## src/rtl/win_addr_seq_pkg.sv

```systemverilog
package win_addr_seq_pkg;

    // Scan order: which axis advances on every pixel byte
    typedef enum logic {
        SCAN_ROW_MAJOR = 1'b0,
        SCAN_COL_MAJOR = 1'b1
    } scan_e;

    // Fold an arbitrary load value into the range 0..n-1
    function automatic int unsigned fold_mod(input int unsigned v, input int unsigned n);
        return (n == 0) ? 0 : (v % n);
    endfunction

    // Pointer width for an axis of n positions
    function automatic int unsigned ptr_width(input int unsigned n);
        return (n > 1) ? $clog2(n) : 1;
    endfunction

endpackage

```

## src/rtl/win_axis_ptr.sv

```systemverilog
module win_axis_ptr
    import win_addr_seq_pkg::*;
#(
    parameter int unsigned N    = 64,
    parameter int unsigned IN_W = 8,
    localparam int unsigned AW  = ptr_width(N)
) (
    input  logic            clk,
    input  logic            rst,
    input  logic            load_i,
    input  logic [IN_W-1:0] first_i,
    input  logic [IN_W-1:0] last_i,
    input  logic            step_i,
    output logic [AW-1:0]   cur_o,
    output logic            at_end_o
);

    typedef struct packed {
        logic [AW-1:0] cur;
        logic [AW-1:0] lo;
        logic [AW-1:0] hi;
    } axis_st_t;

    axis_st_t st_q, st_d;
    logic [AW-1:0] first_f, last_f;

    assign first_f = AW'(fold_mod(32'(first_i), N));
    assign last_f  = AW'(fold_mod(32'(last_i), N));

    // At or beyond the end: the next step reloads the start
    assign at_end_o = (st_q.cur >= st_q.hi);
    assign cur_o    = st_q.cur;

    always_comb begin
        st_d = st_q;
        if (load_i) begin
            st_d.cur = first_f;
            st_d.lo  = first_f;
            st_d.hi  = last_f;
        end else if (step_i) begin
            st_d.cur = at_end_o ? st_q.lo : st_q.cur + AW'(1);
        end
    end

    always_ff @(posedge clk) begin
        if (rst) begin
            st_q.cur <= '0;
            st_q.lo  <= '0;
            st_q.hi  <= AW'(N - 1);
        end else begin
            st_q <= st_d;
        end
    end

endmodule

```

## src/rtl/win_step_ctrl.sv

```systemverilog
module win_step_ctrl
    import win_addr_seq_pkg::*;
(
    input  logic  wr_i,
    input  logic  hold_i,
    input  scan_e order_i,
    input  logic  col_end_i,
    input  logic  row_end_i,
    output logic  col_step_o,
    output logic  row_step_o
);

    logic adv;
    assign adv = wr_i & ~hold_i;

    always_comb begin
        unique case (order_i)
            SCAN_COL_MAJOR: begin
                row_step_o = adv;
                col_step_o = adv & row_end_i;
            end
            default: begin
                col_step_o = adv;
                row_step_o = adv & col_end_i;
            end
        endcase
    end

endmodule

```

## src/rtl/win_addr_seq.sv

```systemverilog
module win_addr_seq
    import win_addr_seq_pkg::*;
#(
    parameter int unsigned NCOLS  = 64,
    parameter int unsigned NROWS  = 80,
    parameter int unsigned IN_W   = 8,
    parameter int unsigned DATA_W = 8,
    localparam int unsigned COL_AW = ptr_width(NCOLS),
    localparam int unsigned ROW_AW = ptr_width(NROWS),
    localparam int unsigned ADDR_W = ptr_width(NCOLS * NROWS)
) (
    input  logic              clk,
    input  logic              rst,
    input  logic              col_load,
    input  logic [IN_W-1:0]   col_first,
    input  logic [IN_W-1:0]   col_last,
    input  logic              row_load,
    input  logic [IN_W-1:0]   row_first,
    input  logic [IN_W-1:0]   row_last,
    input  logic              vert_mode,
    input  logic              wr_stb,
    input  logic [DATA_W-1:0] wr_byte,
    output logic              mem_we,
    output logic [ADDR_W-1:0] mem_addr,
    output logic [DATA_W-1:0] mem_data
);

    logic [COL_AW-1:0] col_cur;
    logic [ROW_AW-1:0] row_cur;
    logic              col_end, row_end;
    logic              col_step, row_step;
    scan_e             order;

    assign order = vert_mode ? SCAN_COL_MAJOR : SCAN_ROW_MAJOR;

    win_step_ctrl u_step (
        .wr_i       (wr_stb),
        .hold_i     (col_load | row_load),
        .order_i    (order),
        .col_end_i  (col_end),
        .row_end_i  (row_end),
        .col_step_o (col_step),
        .row_step_o (row_step)
    );

    win_axis_ptr #(.N(NCOLS), .IN_W(IN_W)) u_col (
        .clk      (clk),
        .rst      (rst),
        .load_i   (col_load),
        .first_i  (col_first),
        .last_i   (col_last),
        .step_i   (col_step),
        .cur_o    (col_cur),
        .at_end_o (col_end)
    );

    win_axis_ptr #(.N(NROWS), .IN_W(IN_W)) u_row (
        .clk      (clk),
        .rst      (rst),
        .load_i   (row_load),
        .first_i  (row_first),
        .last_i   (row_last),
        .step_i   (row_step),
        .cur_o    (row_cur),
        .at_end_o (row_end)
    );

    // Write goes out at the current position; pointers move on the next edge
    assign mem_we   = wr_stb;
    assign mem_data = wr_byte;
    assign mem_addr = ADDR_W'(col_cur) + ADDR_W'(row_cur) * ADDR_W'(NCOLS);

endmodule

```

## config.mk

```make
export PLATFORM = sky130hd
export DESIGN_NAME = win_addr_seq
export DESIGN_NICKNAME = d
export VERILOG_FILES = /design/src/rtl/win_addr_seq_pkg.sv /design/src/rtl/win_axis_ptr.sv /design/src/rtl/win_step_ctrl.sv /design/src/rtl/win_addr_seq.sv
export SDC_FILE = /design/constraint.sdc
export NUM_CORES = 1
export LEC_CHECK = 0
export BUFFER_PORTS_ARGS = -buffer_cell sky130_fd_sc_hd__buf_2
export CAP_MARGIN = 20
export CORE_MARGIN = 5
export CORE_UTILIZATION = 53
export CTS_BUF_LIST = sky130_fd_sc_hd__clkbuf_16
export DETAILED_ROUTE_END_ITERATION = 8
export GPL_TIMING_DRIVEN = 1
export PLACE_DENSITY = 0.8
export SYNTH_ARGS = -nofsm -noshare
export SYNTH_HDL_FRONTEND = slang
export SYNTH_HIERARCHICAL = 1
export SYNTH_SLANG_ARGS = --single-unit
```

## constraint.sdc

```tcl
create_clock -name clk -period 3.34 [get_ports clk]
set_clock_uncertainty 0.05 [all_clocks]
set_input_delay 0.501 -clock clk [delete_from_list [all_inputs] [get_ports clk]]
set_output_delay 0.501 -clock clk [all_outputs]
set_load 0.05 [all_outputs]
```

==> impl_metrics.env, run 1 <==
export IMPL_min_path_cells=3
export IMPL_ys_flop_type="dfxtp_1"
export IMPL_crit_buf_inv=2
export IMPL_fp_dieW_um=80.7
export IMPL_r2r_start="u_row/cur_o[0]"
export IMPL_synth_distinct_cells=52
export IMPL_cpPeakStageDelay_ps=480
export IMPL_clkSinkCount=39
export IMPL_critPathKind="reg -> reg"
export IMPL_crit_slowest_cell="a2111oi_4"
export IMPL_routed_wl_mm=5.58
export IMPL_maxCapViolCount=0
export IMPL_worst_pin_slew_ps=541
export IMPL_slew_violations=0
export IMPL_antenna_found_initial=0
export IMPL_cts_buffers=5
export IMPL_multi_input_area_um2=1560
export IMPL_r2r_slack_ps=570
export IMPL_min_delay_start="row_last[3]"
export IMPL_via_per_inst=5.58
export IMPL_period_needed_ps=2770
export IMPL_start_util_pct=55.4
export IMPL_mostFrequentLayoutCell="buf_2"
export IMPL_cp_arrival_ps=2890
export IMPL_ys_warn_count=6
export IMPL_htreeDepth=2
export IMPL_final_antenna_net_count=0
export IMPL_postLayoutCoreUtil_pct=60.3
export IMPL_rsz0062_at_grt="no"
export IMPL_boundaryPins=68
export IMPL_cts_setup_buffers=0
export IMPL_syn2layout_area_growth_pct=8.97
export IMPL_relSlewSlack_pct=64.0
export IMPL_drc=0
export IMPL_die_area_um2=6510
export IMPL_tns_ps=0
export IMPL_p_sw_share_pct=30.2
export IMPL_gr_total_overflow=0
export IMPL_start_kind="register"
export IMPL_cp_required_ps=3460
export IMPL_crit_fanout=10
export IMPL_final_period_utilization_pct=82.9
export IMPL_peakVddDrop_uv=236
export IMPL_clk_latency_ps=280
export IMPL_synthCells=311
export IMPL_whs_endpoint="u_row/st_q[3]"
export IMPL_totalPowerFinal_w=0.00126
export IMPL_regArea_um2=781
export IMPL_leakagePower_nw=1.28
export IMPL_async_flop_share_pct=0
export IMPL_hold_viol_final=0
export IMPL_combPwrFrac_pct=23.1
export IMPL_crit_family="compound AO/OA/AOI/OAI gates"
export IMPL_drtIter0Drc=105
export IMPL_root_buffer="clkbuf_16"
export IMPL_seq_power_share_pct=41.7
export IMPL_cts_tree="built"
export IMPL_cts_hold_buffers=0
export IMPL_clock_fmax_mhz=361
export IMPL_worstReg2RegEnd="u_col/cur_o[5]"
export IMPL_syn_nets=374
export IMPL_ys_ff_latch=39
export IMPL_gp_congestion=0.823
export IMPL_layout_common_cells="buf_2, dfxtp_1, nor2_1"
export IMPL_postCtsResizedCells=0
export IMPL_die_h_um=80.7
export IMPL_syn_avg_cell_area_um2=8.52
export IMPL_grt_pass1_wl_mm=9.14
export IMPL_synth_edf_count=0
export IMPL_status="completed"
export IMPL_firstDrtPassIters=4
export IMPL_intPower_w=0.000881
export IMPL_wire_per_inst_um=14.1
export IMPL_crit_chain="inv_1, ha_1, nand2b_4, a2111oi_4, o21ai_4, inv_1, a21oi_2, nor2_1, nor2_1, mux2i_1, mux2i_1, a31o_2"
export IMPL_clk_pin_slew_ps=60
export IMPL_core_area_um2=4790
export IMPL_fillCellCount=430
export IMPL_rows=25
export IMPL_grt_max_degree=29
export IMPL_place_hpwl_mm=4.15
export IMPL_antenna_cells=0
export IMPL_port_buffers=47
export IMPL_hold_path_class="in -> reg"
export IMPL_clockBufferDepth=2
export IMPL_grt_pass1_vias=2055
export IMPL_power_switching_w=0.000380
export IMPL_drive_above_1_share_pct=21.5
export IMPL_ys_seq_area_share_pct=29.5
export IMPL_nets=392
export IMPL_setup_viol=0
export IMPL_synth_area_um2=2650
export IMPL_powerDensity_nw_per_um2=437
export IMPL_ff2ff_path_depth=12
export IMPL_track_usage_pct=17.6
export IMPL_power_frac_clock_pct=35.1
export IMPL_cp_end_kind="register"
export IMPL_num_vias=2215
## per-layer routing
layer  vias to the layer above  track usage [%]  share of wire, %
met4                         0             4.05              0.66
met1                      1040             21.0                45
li1                       1126                -                 -
met3                         4             4.37               5.1
met5                         -                0                 0
met2                        45             31.5                49
## worst reg2reg max path, delay by kind of cell, from the launching register on
kind,cells,cell delay [ps]
AND/OR/NAND/NOR,3,460
multiplexers,2,220
flip-flops,1,420
adder cells (fa/ha/maj),1,300
buffers and inverters,2,190
AO/OA/AOI/OAI,4,1030
## logic make-up (layout without fill, tap and decap cells)
family | count (synthesis) | in the layout | share of synthesized area (%)
muxes | 22 | 22 | 8.31
AOI/OAI and AO/OA | 79 | 79 | 23.5
xor gates and xnor gates | 7 | 7 | 2.31
and+or+nand+nor | 88 | 88 | 16.9
buffers and inverters | 59 | 78 | 11.5
adders and majority gates | 17 | 17 | 8.03
DFF | 39 | 39 | 29.5
## Yosys cell counts, drive strengths merged (3+ instances only)
| cell | count | area [µm²] |
|---|---|---|
| xor2 | 3 | 26.3 |
| nand3 | 9 | 45.0 |
| xnor2 | 4 | 35.0 |
| mux2i | 22 | 220 |
| or2 | 3 | 18.8 |
| a22oi | 6 | 45.0 |
| o221ai | 3 | 43.8 |
| o22ai | 4 | 25.0 |
| a2111oi | 4 | 66.3 |
| nor2b | 7 | 43.8 |
| inv | 22 | 82.6 |
| o2111ai | 4 | 41.3 |
| nand2b | 8 | 65.1 |
| o21ai | 15 | 86.3 |
| nor2 | 26 | 100 |
| nand2 | 22 | 82.6 |
| o211ai | 12 | 90.1 |
| buf | 23 | 170 |
| nor3 | 3 | 15.0 |
| ha | 17 | 213 |
| dfxtp | 39 | 781 |
| a21oi | 16 | 87.6 |
| a31oi | 3 | 18.8 |
| clkbuf | 13 | 48.8 |
## power by group through the flow
| stage | clock, W | sequential [W] | combinational (W) |
|---|---|---|---|
| 6_report | 0.000443 | 0.000527 | 0.000292 |
| 5_1_grt | 0.000471 | 0.000531 | 0.000322 |
| 4_1_cts | 0.000454 | 0.000527 | 0.000292 |
| 3_5_place_dp | 0 | 0.000537 | 0.000291 |
| 3_3_place_gp | 0 | 0.000535 | 0.000283 |
| 2_1_floorplan | 0 | 0.000528 | 0.000267 |
## metrics by stage
step | setup slack [ps] | hold slack, ps | cell area (µm²) | cells
after floorplan | 734 | 377 | 2650 | 311
after global placement | 631 | 392 | 2750 | 389
after detailed placement | 580 | 406 | 2750 | 389
after CTS | 561 | 388 | 2890 | 397
after global routing | 326 | 399 | 2890 | 397
final | 572 | 391 | 2890 | 397
## how the worst max path moves through the flow
stage / startpoint / end / slack [ps] / cells past startpoint
floorplan: u_row/cur_o[0] / u_col/cur_o[5] / 730 / 13
global placement: u_row/cur_o[0] / u_col/cur_o[5] / 630 / 12
detailed placement: u_row/cur_o[0] / u_col/cur_o[5] / 580 / 12
CTS: u_row/cur_o[0] / u_col/cur_o[5] / 560 / 12
global route: u_row/cur_o[0] / u_col/cur_o[5] / 330 / 12
finish: u_row/cur_o[0] / u_col/cur_o[5] / 570 / 12
## sequential cells by signal (all words and copies together) (netlist names)
register	cells
u_col/st_q	12
u_row/st_q	14
u_col/cur_o	6
u_row/cur_o	7
## final cells by class
| class | instances | share of cell area (%) |
|---|---|---|
| Clock buffer | 5 | 4.33 |
| Inverter | 23 | 2.99 |
| Sequential cell | 39 | 27.0 |
| Timing Repair Buffer | 47 | 8.15 |
| Clock inverter | 3 | 0.433 |
| Multi-Input combinational cell | 213 | 54.2 |
| Tap cell | 67 | 2.90 |
Note: power is estimated with default switching activity, not from simulation.
==> run 2: changes to the inputs <==
Settings changed: ABC_AREA from default to 1, CORE_UTILIZATION 53 to 54, PLACE_DENSITY 0.8 to 0.81.
Clock period 3.34 ns to 2.85 ns, I/O delays scaled along.
==> run 2 against run 1 <==
First-iteration DRC count is 44% higher. Routed wire length is 6.3% higher. Area after synthesis is 3.9% higher. Critical path depth stayed put. Sequential share of layout area is 1.3 points lower. Combinational power is 25% higher. Register-to-register slack better by 40 ps. Critical endpoint is now u_row/cur_o[5].
==> impl_metrics.env, run 2 <==
export IMPL_place_hpwl_mm=4.40
export IMPL_crit_slowest_cell="dfxtp_1"
export IMPL_dp_cells=510
export IMPL_drive_above_1_share_pct=18.1
export IMPL_ys_warn_count=6
export IMPL_mostFrequentLayoutCell="nand2_1"
export IMPL_use_met1_pct=22.2
export IMPL_drc=0
export IMPL_clk_pin_slew_ps=60
export IMPL_dp_slack_ps=645
export IMPL_fp_dieW_um=81.4
export IMPL_die_area_um2=6630
export IMPL_synth_edf_count=0
export IMPL_grt_pass1_vias=2482
export IMPL_rows=26
export IMPL_cts_tree="built"
export IMPL_design_area_um2=3030
export IMPL_nets=510
export IMPL_drtIter0Drc=151
export IMPL_grt_max_degree=35
export IMPL_synth_distinct_cells=29
export IMPL_yosysMostFrequentCell="nand2_1"
export IMPL_start_util_pct=54.6
export IMPL_track_usage_pct=18.8
export IMPL_cp_end_kind="register"
export IMPL_worstReg2RegEnd="u_row/cur_o[5]"
export IMPL_layout_common_cells="nand2_1, inv_1, buf_2"
export IMPL_r2r_start="u_col/cur_o[3]"
export IMPL_worst_pin_slew_ps=632
export IMPL_synthTopCellsByArea="dfxtp_1, nand2_1, inv_1"
export IMPL_clockBufferDepth=2
export IMPL_boundaryPins=68
export IMPL_final_period_utilization_pct=78.6
export IMPL_ff2ff_path_depth=12
export IMPL_clk_latency_ps=280
export IMPL_min_path_cells=3
export IMPL_maxCapViolCount=0
export IMPL_status="completed"
export IMPL_cts_buffers=5
export IMPL_powerDensity_nw_per_um2=499
export IMPL_cpPeakStageDelay_ps=480
export IMPL_leakagePower_nw=1.63
export IMPL_crit_fanout=9
export IMPL_regArea_um2=781
export IMPL_min_delay_start="col_last[5]"
export IMPL_syn_avg_cell_area_um2=6.54
export IMPL_fillCellCount=488
export IMPL_crit_chain="ha_1, nand2_1, nand2_2, a21oi_4, nand2_4, nor2_1, nor2_1, nor2_1, buf_4, inv_1, o21ai_0, a21oi_2"
export IMPL_top_register="u_row/st_q"
export IMPL_synthCells=421
export IMPL_cp_arrival_ps=2350
export IMPL_wire_per_inst_um=11.5
export IMPL_grt_busiest_layer="met2"
export IMPL_peakVddDrop_uv=260
export IMPL_port_buffers=47
export IMPL_die_h_um=81.4
export IMPL_firstDrtPassIters=4
export IMPL_clkSinkCount=39
export IMPL_antenna_cells=0
export IMPL_gr_total_overflow=0
export IMPL_r2r_slack_ps=610
export IMPL_largest_register_ff_count=14
export IMPL_gp_congestion=0.848
export IMPL_final_cells=518
export IMPL_hold_viol_final=0
export IMPL_cp_required_ps=2960
export IMPL_place_area_um2=2890
export IMPL_num_vias=2550
export IMPL_slew_violations=0
export IMPL_ys_flop_type="dfxtp_1"
export IMPL_start_kind="register"
export IMPL_synth_area_um2=2750
export IMPL_ys_ff_latch=39
export IMPL_period_needed_ps=2240
export IMPL_grtUsageMet2_pct=32.7
export IMPL_yosysTopAreaCellShare_pct=28.4
export IMPL_root_buffer="clkbuf_16"
export IMPL_multi_input_area_um2=1490
export IMPL_ys_seq_area_share_pct=28.4
export IMPL_via_per_inst=4.92
export IMPL_postCtsResizedCells=0
export IMPL_setup_viol=0
export IMPL_final_antenna_net_count=0
export IMPL_fin_ws_ps=610
export IMPL_synth_top_area_cell="dfxtp_1"
export IMPL_relSlewSlack_pct=57.9
export IMPL_critPathKind="reg -> reg"
export IMPL_core_area_um2=5040
export IMPL_routed_wl_mm=5.94
export IMPL_syn_nets=484
export IMPL_htreeDepth=2
export IMPL_use_met3_pct=4.82
export IMPL_cp_common_cell="nor2_1"
export IMPL_async_flop_share_pct=0
export IMPL_hold_path_class="in -> reg"
export IMPL_syn2layout_area_growth_pct=10.0
export IMPL_tns_ps=0
export IMPL_cts_hold_buffers=0
export IMPL_grt_pass1_wl_mm=10.1
export IMPL_clock_fmax_mhz=446
export IMPL_antenna_found_initial=0
export IMPL_cts_setup_buffers=0
export IMPL_whs_endpoint="u_col/st_q[5]"
export IMPL_synth_commonest_cells="nand2_1, inv_1, a21oi_1"
export IMPL_rsz0062_at_grt="no"
-- run 2: cell count changes in the layout (fill, tap and decap cells not counted), moves of 9 or more --
cell and change:
nand2_1 +90, inv_1 +41, a21oi_1 +28, nand3_1 +24, mux2i_1 -22, o211ai_1 -12, nand4_1 +9
-- run 2: layout make-up --
cell class	count	share of cell area, %
Inverter	72	8.92
Tap cell	70	2.89
Clock buffer	5	4.13
Multi-Input combinational cell	279	49.2
Timing Repair Buffer	50	8.51
Clock inverter	3	0.537
Sequential cell	39	25.8
-- run 2: how the worst max path moves through the flow --
stage | from | to | slack [ps] | depth (start not counted)
2_1_floorplan | u_col/cur_o[3] | u_row/cur_o[5] | 770 | 11
3_3_place_gp | u_col/cur_o[3] | u_row/cur_o[5] | 700 | 12
3_5_place_dp | u_col/cur_o[3] | u_row/cur_o[5] | 640 | 12
4_1_cts | u_col/cur_o[3] | u_row/cur_o[5] | 620 | 12
5_1_grt | u_row/cur_o[2] | u_col/cur_o[2] | 330 | 12
6_report | u_col/cur_o[3] | u_row/cur_o[5] | 610 | 12
-- run 2: stage by stage --
| stage | hold slack, ps | total power, W | utilization (%) |
|---|---|---|---|
| 2_1_floorplan | 383 | 0.000947 | - |
| 3_3_place_gp | 395 | 0.000979 | 57.3 |
| 3_5_place_dp | 405 | 0.000992 | 57.3 |
| 4_1_cts | 303 | 0.00153 | 60.1 |
| 5_1_grt | 329 | 0.00161 | 60.1 |
| 6_report | 310 | 0.00151 | 60.1 |
-- run 2: kinds of logic after synthesis --
| kind of cell | Yosys count | share of synthesized area, % |
|---|---|---|
| AOI/OAI and AO/OA | 69 | 14.6 |
| xor gates and xnor gates | 3 | 0.954 |
| adders and majority gates | 17 | 7.72 |
| buffers and inverters | 103 | 17.5 |
| DFF | 39 | 28.4 |
| and+or+nand+nor | 190 | 30.9 |
-- run 2: layer usage --
layer / vias to the layer above / share of wire, %
li1: 1367 / -
met5: - / 0
met3: 10 / 6.2
met2: 61 / 45
met4: 0 / 1.5
met1: 1112 / 47
-- run 2: worst max-delay path: cells and delay by family (launching register included) --
kind / cells / cell delay (ps)
compound gates: 3 / 520
fa+ha+maj: 1 / 300
buf+inv: 2 / 250
flops: 1 / 480
simple gates: 6 / 520
-- run 2: where the power goes --
group,internal (W),leakage [nW],total [W],switching (W)
registers,0.000584,0.323,0.000616,0.0000318
clock network,0.000319,0.0710,0.000529,0.000210
logic,0.000128,1.23,0.000366,0.000238
total,0.00103,1.63,0.00151,0.000480
